`config.mk`:
```
export PLATFORM = sky130hd
export DESIGN_NAME = trig_unit
export DESIGN_NICKNAME = d
export VERILOG_FILES = /design/src/rtl/trig_pkg.sv /design/src/rtl/trig_regs.sv /design/src/rtl/trig_cmp.sv /design/src/rtl/trig_unit.sv
export SDC_FILE = /design/constraint.sdc
export NUM_CORES = 1
export LEC_CHECK = 0
export BUFFER_PORTS_ARGS = -buffer_cell sky130_fd_sc_hd__buf_2
export CAP_MARGIN = 20
export CORE_ASPECT_RATIO = 0.75
export CORE_MARGIN = 2
export CORE_UTILIZATION = 38
export CTS_BUF_LIST = sky130_fd_sc_hd__clkbuf_4
export CTS_CLUSTER_SIZE = 40
export DETAILED_ROUTE_END_ITERATION = 10
export PLACE_DENSITY_LB_ADDON = 0.1
export SETUP_SLACK_MARGIN = 0.1
export SKIP_LAST_GASP = 1
export SYNTH_ARGS = -nofsm -noshare
export SYNTH_HDL_FRONTEND = slang
export SYNTH_SLANG_ARGS = --single-unit
```
`constraint.sdc`:
```
create_clock -name clk_i -period 2.2 [get_ports clk_i]
set_input_delay 0.55 -clock clk_i [delete_from_list [all_inputs] [get_ports clk_i]]
set_output_delay 0.55 -clock clk_i [all_outputs]
set_load 0.01 [all_outputs]
```
`src/rtl/trig_pkg.sv`:
```
package trig_pkg;
  localparam int OP_W = 4;

  typedef enum logic [OP_W-1:0] {
    OP_OFF = 4'd0,
    OP_CHG = 4'd3,
    OP_EQ  = 4'd8,
    OP_NEQ = 4'd9
  } trig_op_e;
endpackage

```
`src/rtl/trig_regs.sv`:
```
module trig_regs
  import trig_pkg::*;
#(
  parameter int N_PROBES = 4,
  parameter int PROBE_W  = 8,
  parameter int ADDR_W   = 4
) (
  input  logic                                  clk_i,
  input  logic                                  rst_ni,
  input  logic                                  wr_en_i,
  input  logic [ADDR_W-1:0]                     addr_i,
  input  logic [PROBE_W-1:0]                    wdata_i,
  output logic [PROBE_W-1:0]                    rdata_o,
  output logic [N_PROBES-1:0][OP_W-1:0]         op_o,
  output logic [N_PROBES-1:0][PROBE_W-1:0]      arg_o
);
  localparam int N_SLOTS = 2 * N_PROBES;

  logic [N_PROBES-1:0][OP_W-1:0]    op_q;
  logic [N_PROBES-1:0][PROBE_W-1:0] arg_q;

  for (genvar k = 0; k < N_PROBES; k++) begin : g_reg
    localparam logic [ADDR_W-1:0] OP_ADDR  = ADDR_W'(2 * k);
    localparam logic [ADDR_W-1:0] ARG_ADDR = ADDR_W'(2 * k + 1);

    always_ff @(posedge clk_i or negedge rst_ni) begin
      if (!rst_ni) begin
        op_q[k]  <= '0;
        arg_q[k] <= '0;
      end else if (wr_en_i) begin
        if (addr_i == OP_ADDR)  op_q[k]  <= wdata_i[OP_W-1:0];
        if (addr_i == ARG_ADDR) arg_q[k] <= wdata_i;
      end
    end


    op_readback_chk: assert property (@(posedge clk_i) disable iff (!rst_ni)
      (wr_en_i && addr_i == OP_ADDR) |=> op_q[k] == $past(wdata_i[OP_W-1:0]));
  end

  always_comb begin
    rdata_o = '0;
    for (int k = 0; k < N_PROBES; k++) begin
      if (addr_i == ADDR_W'(2 * k))     rdata_o = PROBE_W'(op_q[k]);
      if (addr_i == ADDR_W'(2 * k + 1)) rdata_o = arg_q[k];
    end
  end

  assign op_o  = op_q;
  assign arg_o = arg_q;


  no_stray_write_chk: assert property (@(posedge clk_i) disable iff (!rst_ni)
    (wr_en_i && 32'(addr_i) >= N_SLOTS) |=> ($stable(op_q) && $stable(arg_q)));
endmodule

```
`src/rtl/trig_cmp.sv`:
```
module trig_cmp
  import trig_pkg::*;
#(
  parameter int PROBE_W = 8
) (
  input  logic               clk_i,
  input  logic               rst_ni,
  input  logic [PROBE_W-1:0] probe_i,
  input  logic [OP_W-1:0]    op_i,
  input  logic [PROBE_W-1:0] arg_i,
  output logic               hit_o
);
  logic [PROBE_W-1:0] prev_q;

  always_ff @(posedge clk_i or negedge rst_ni) begin
    if (!rst_ni) prev_q <= '0;
    else         prev_q <= probe_i;
  end

  always_comb begin
    unique case (op_i)
      OP_EQ:   hit_o = (probe_i == arg_i);
      OP_NEQ:  hit_o = (probe_i != arg_i);
      OP_CHG:  hit_o = (probe_i != prev_q);
      default: hit_o = 1'b0;
    endcase
  end


  off_silent_chk: assert property (@(posedge clk_i) disable iff (!rst_ni)
    (op_i == OP_OFF) |-> !hit_o);


  eq_fires_chk: assert property (@(posedge clk_i) disable iff (!rst_ni)
    (op_i == OP_EQ && probe_i == arg_i) |-> hit_o);
endmodule

```
`src/rtl/trig_unit.sv`:
```
module trig_unit
  import trig_pkg::*;
#(
  parameter int N_PROBES = 4,
  parameter int PROBE_W  = 8,
  parameter int ADDR_W   = 4
) (
  input  logic                          clk_i,
  input  logic                          rst_ni,
  input  logic                          wr_en_i,
  input  logic [ADDR_W-1:0]             addr_i,
  input  logic [PROBE_W-1:0]            wdata_i,
  output logic [PROBE_W-1:0]            rdata_o,
  input  logic [N_PROBES*PROBE_W-1:0]   probe_i,
  output logic                          trig_o
);
  logic [N_PROBES-1:0][OP_W-1:0]    op;
  logic [N_PROBES-1:0][PROBE_W-1:0] arg;
  logic [N_PROBES-1:0]              hit;
  logic                             trig_q;

  trig_regs #(
    .N_PROBES(N_PROBES), .PROBE_W(PROBE_W), .ADDR_W(ADDR_W)
  ) u_regs (
    .clk_i   (clk_i),
    .rst_ni  (rst_ni),
    .wr_en_i (wr_en_i),
    .addr_i  (addr_i),
    .wdata_i (wdata_i),
    .rdata_o (rdata_o),
    .op_o    (op),
    .arg_o   (arg)
  );

  for (genvar k = 0; k < N_PROBES; k++) begin : g_cmp
    trig_cmp #(.PROBE_W(PROBE_W)) u_cmp (
      .clk_i   (clk_i),
      .rst_ni  (rst_ni),
      .probe_i (probe_i[k*PROBE_W +: PROBE_W]),
      .op_i    (op[k]),
      .arg_i   (arg[k]),
      .hit_o   (hit[k])
    );
  end

  always_ff @(posedge clk_i or negedge rst_ni) begin
    if (!rst_ni) trig_q <= 1'b0;
    else         trig_q <= |hit;
  end

  assign trig_o = trig_q;


  trig_latency_chk: assert property (@(posedge clk_i) disable iff (!rst_ni)
    1'b1 |=> trig_o == $past(|hit));


  any_hit_chk: assert property (@(posedge clk_i) disable iff (!rst_ni)
    (hit != '0) |=> trig_o);
endmodule

```
# ---- Word-level counts from Yosys, hierarchy flattened
# Cells that the tools add are included.
dict set report classes {
  reduce_logical 10
  n_eq_ne 31
  n_mux 12
}
# operator n
set op_table {}
lappend op_table {{!= test 8 bit} 8}
lappend op_table {{2-to-1 mux 8 bit} 7}
lappend op_table {{== test 4 bit (second input constant)} 8}
lappend op_table {{== test 8 bit} 4}
lappend op_table {{== test 4 x 2 -> 1 bit (second input constant)} 6}
lappend op_table {{== test 4 x 3 -> 1 bit (second input constant)} 4}
lappend op_table {{AND reduction 2 bit} 8}
lappend op_table {{one-hot mux 1 bit (3 select lines)} 4}
lappend op_table {{== test 4 x 1 -> 1 bit (second input constant)} 1}
lappend op_table {{zero test 4 bit} 1}
lappend op_table {{2-to-1 mux 4 bit} 1}
lappend op_table {{OR reduction 4 bit} 1}
dict set report totals {
  ff_bits 81
  word_cells 66
  inputBits 47
  out_inout_bits 9
}

# ---- Longest topological paths before layout
dict set report depth {
  depth_word 9
  mapped_depth 7
  depth_no_buf 6
}

# ---- Cells and area by module
# A second synthesis with hierarchy kept.
dict set report hier_totals {
  cells_unflattened 368
  area_unflattened_um2 4354.2
}
# module n_inst area_each_um2 cells_per_inst seq_area_each_um2
set by_module_without_submodules {}
lappend by_module_without_submodules {trig_regs 1 2374.8 182 1201.2}
lappend by_module_without_submodules {trig_cmp 4 486.7 46 200.2}
lappend by_module_without_submodules {trig_unit 1 32.5 2 25.0}

# ---- Least setup slack after synthesis
# Ideal clock, no wire load.
dict set report synth_timing {
  path_type {input-to-output}
  start {in addr_i[1]}
  end {out rdata_o[0]}
  stages 6
  slack_ns 0.138
  path_buffers 1
  required_ns 1.650
  arrival_time_ns 1.512
  path_cell_list {buf_2 mux2_1 nand2_1 o21ai_1 a221oi_1 nand2_1}
}
dict set report synth_via {
  elab_chain_cells 9
  word_cells_on_any_way 16
  cone_classes {eq/ne: 7; mux: 8; reduce/logical: 1}
}
# item line_no
set synth_lines {}
lappend synth_lines {{start: declaration} trig_unit.sv:11} ;# input logic [ADDR_W-1:0] addr_i,
lappend synth_lines {{zero test 4 bit} trig_regs.sv:44} ;# if (addr_i == ADDR_W'(2 * k)) rdata_o = PROBE_W'(op_q[k]);
lappend synth_lines {{2-to-1 mux 4 bit} trig_regs.sv:44}
lappend synth_lines {{2-to-1 mux 8 bit} trig_regs.sv:45} ;# if (addr_i == ADDR_W'(2 * k + 1)) rdata_o = arg_q[k];
lappend synth_lines {{2-to-1 mux 8 bit} trig_regs.sv:44}
lappend synth_lines {{2-to-1 mux 8 bit} trig_regs.sv:45}
lappend synth_lines {{2-to-1 mux 8 bit} trig_regs.sv:44}
lappend synth_lines {{2-to-1 mux 8 bit} trig_regs.sv:45}
lappend synth_lines {{2-to-1 mux 8 bit} trig_regs.sv:44}
lappend synth_lines {{2-to-1 mux 8 bit (*)} trig_regs.sv:45}
lappend synth_lines {{end: declaration} trig_unit.sv:13} ;# output logic [PROBE_W-1:0] rdata_o,
# Every way passes the cells marked *; elsewhere a longest branch is shown, timed or not.

# ---- Final worst setup path
# Ends and elaborated chain as after synthesis.

==> summary.txt <==
====================================================================================================
Final Hold Violating Endpoints                                                                     0
Int Power                                                                                    2.64 mW
Synth-to-Final Area Change                                                                     21.6%
Via count                                                                                      3,101
Number of nets with antenna violations after routing                                               0
Combinational share of power                                                                   26.3%
DIE AREA                                                                                  11,900 um2
Worst Clk Skew                                                                             0.0157 ns
Number of warnings reported in the yosys synthesis log                                             0
Peak fanout along the critical path                                                                9
CTS Hold Bufs                                                                                      0
RR Endpoint                                                                             trig_o$_DFF_PN0_
Initial core utilization                                                                       38.7%
Post-synthesis cell type with the largest combined area                                      dfrtp_1
Combined global-route utilization of all metal layers                                          19.3%
Fraction of post-synthesis cell area in the top cell type by area                              48.5%
Wire length of the first global-routing pass                                                 17.2 mm
Number of antenna violations at the first check in global routing                                  0
Worst-margin pin slew                                                                       0.490 ns
Sum of net half-perimeters after detailed placement                                          8.22 mm
Avg WL per Cell                                                                              18.1 um
Placement-stage worst setup slack                                                         -0.0858 ns
Data arrival, critical path                                                                  1.69 ns
Die width                                                                                     125 um
Number of synthesized flops with an enable pin                                                     0
Maximum number of pins on one net before global-route repair                                      47
Post-Syn Instances                                                                               352
Sequential cell area fraction in the yosys report                                              48.5%
Sum of buffers and inverters on the critical path                                                  3
Power density of the placed cells                                                         765 nW/um2
Part of the power in the clock network                                                         21.7%
TritonCTS Sinks                                                                                   81
Cell types with the largest area share after synthesis                                  dfrtp_1 48%, mux2_1 13%, xor2_1 5.0%, xnor2_1 4.8%, mux2i_1 4.5%
Commonest non-fill, non-tap cell in the layout                                               dfrtp_1
Relative max-transition margin                                                                 67.3%
Vertical die dimension                                                                       94.8 um
Violated checks                                                                         negative setup slack
Detailed-routing iteration count for the pre-antenna-repair pass                                   4
Count of cell types in the netlist                                                                59
Total routed wirelength                                                                      10.7 mm
Crit Path Class                                                                         primary input to output port
Startpoint kind of the worst setup timing path                                          primary input
Layout Cells excl Fill                                                                           590
Grt ovf                                                                                            0
Fin crit period                                                                              2.24 ns
Final setup viols                                                                                  5
TritonCTS Buffers                                                                                  9
Post-layout worst setup margin                                                            -0.0420 ns
Cell with the biggest individual delay on the critical path                                  mux2i_2
Worst-path cell chain                                                                   clkbuf_4 -> buf_4 -> mux2i_2 -> o21ai_2 -> a221oi_2 -> nand2_1 -> buf_2
Clock-pin slew reported for the worst setup and hold paths after clock tree synthesis        0.12 ns
Number of nets in the synthesized netlist                                                        399
Depth of the worst register-to-register path                                                       7
Relative contribution of sequential cells to total power                                       52.0%
Total power                                                                                  3.89 mW
Num rows                                                                                          33
Largest stage delay, worst path                                                              0.26 ns
Number of DRC violations after detailed-routing iteration 0                                      154
Highest-count cells in the layout ignoring fill and taps                                81 x dfrtp_1, 53 x buf_2, 45 x mux2_1
Setup repair after global routing missed its margin                                             true
Worst setup EP type                                                                      output port
Clock Root Buffer                                                                           clkbuf_4
Number of antenna cells inserted                                                                   0
Clock latency reported for the late side of the worst-skew pair                              0.43 ns
Largest delay contributor family on the critical path                                   buffers and inverters
Async SR Flop Fraction                                                                          100%
Outcome                                                                                 complete, but fails checks
Path category of the worst min-delay check                                              primary input to asynchronous set/reset pin
TritonCTS clock tree                                                                            done
Proportion of total power due to net switching                                                 32.2%
Final core area utilization                                                                    47.0%
Core ar.                                                                                  10,800 um2
Final worst-path cycle share                                                                    102%
Nets                                                                                             492
Max Root-Sink Buffers                                                                              2
Vias in the first global route                                                                 3,059
Vias per cell                                                                                   5.26
Mapped Area                                                                                 4180 um2
Max capacitance violation total                                                                    0
CTS H-tree depth                                                                                   3
Cell count after placement                                                                       563
Fraction of layout instances using a drive strength above 1                                    30.0%
Reported net switching power                                                                 1.25 mW
Post-synth top flop                                                                          dfrtp_1
Synth Register Bits                                                                               81
Setup total negative slack                                                                 -0.132 ns
Leakage dissipation                                                                          2.25 nW
Number of ports placed on the die boundary                                                        56
Maximum ir drop on the vdd rail                                                             0.569 mV
Number of I/O port buffers                                                                        55
Maximum clock rate                                                                           446 MHz
Final Wtd Congestion                                                                           0.797
Mean instance size in the synthesized netlist                                               11.9 um2
Critical Path RT                                                                             1.65 ns
Remaining design rule violation count                                                              0
Max-slew violation count                                                                           0
R2r startpoint                                                                          u_regs.op_o[3]$_DFFE_PN0P_
FF-to-FF setup slack                                                                         0.18 ns
====================================================================================================
Yosys cell counts, types with 2 or more instances:
master and n:
o32ai_1 2, nor4_1 6, o21ai_0 5, nor4b_1 2, nand2_1 21, nor3b_2 2
inv_1 11, nand2b_1 7, o221ai_1 2, nand3_1 6, mux2_1 49, dfrtp_1 81
nor2b_1 7, mux2i_1 19, a221o_1 2, o2111ai_1 4, o22ai_1 4, a221oi_1 4
nor3_2 2, xor2_1 24, a21oi_1 4, and2b_1 3, nor2_1 8, buf_2 2
xnor2_1 23, nor3b_1 3, nor2_2 2, nand4_1 4, a22oi_1 6, o21ai_1 7
nor3_1 2
logic make-up (layout without fill, tap and decap cells):
logic type | count (synthesis) | in the layout | synth area share, %
buffers and inverters | 15 | 113 | 1.50
AND/OR/NAND/NOR | 91 | 91 | 13.6
XOR/XNOR | 47 | 47 | 9.84
multiplexers | 69 | 69 | 18.0
AO/OA/AOI/OAI | 49 | 49 | 8.56
flip-flops | 81 | 81 | 48.5
sequential cells by signal, summed over array words and instances (netlist names):
name and count:
g_cmp.u_cmp.prev_q 32, trig_o 1, u_regs.arg_o 32, u_regs.op_o 16
through the flow:
stage               hold slack (ns)  area (um2)
global route                 0.0682        5080
finish                       0.0641        5080
floorplan                     0.254        4180
CTS                          0.0495        5000
detailed placement            0.544        4780
global placement              0.543        4780
how the worst max path moves through the flow:
stage	cells past startpoint	start	slack, ns	end
floorplan	6	addr_i[1]	0.14	rdata_o[0]
CTS	6	u_regs.op_o[1]$_DFFE_PN0P_	-0.09	rdata_o[1]
detailed placement	7	addr_i[1]	-0.09	rdata_o[0]
global placement	7	addr_i[1]	-0.06	rdata_o[1]
global route	6	u_regs.op_o[3]$_DFFE_PN0P_	-0.11	rdata_o[3]
finish	7	addr_i[1]	-0.04	rdata_o[0]
area by class of cell:
cell class | count | area (um2)
clock inverters | 5 | 46.3
well taps | 140 | 175
inverters | 11 | 41.3
flip-flops and latches | 81 | 2030
repair buffers | 86 | 526
fillers | 1019 | 5730
multi-input cells | 256 | 2190
clock buffers | 11 | 82.6
timing repair:
item | 4_1_cts | 5_1_grt
setup buffers | 9 | 2
gates cloned | 0 | 0
pin swaps | 3 | 9
setup endpoints to repair | 8 | 9
gates resized for setup | 6 | 18
metal layers:
metal  routed length [um]  vias to the layer above  track usage [%]  part of all wire [%]
met5                    0                        -                0                     0
met4                   96                        0             4.63                  0.90
met3                  413                        9             3.80                   3.9
met2                 4610                       67             27.7                    43
met1                 5570                     1534             29.7                    52
li1                     -                     1491                -                     -
power groups by stage:
stage / logic (mW) / clock network (mW) / registers [mW]
finish: 1.02 / 0.845 / 2.02
CTS: 0.995 / 0.886 / 2.02
global route: 1.14 / 0.946 / 2.06
floorplan: 0.599 / 0 / 1.94
detailed placement: 0.901 / 0 / 2.07
global placement: 0.886 / 0 / 2.07
Power figures use the tool's default switching activity.
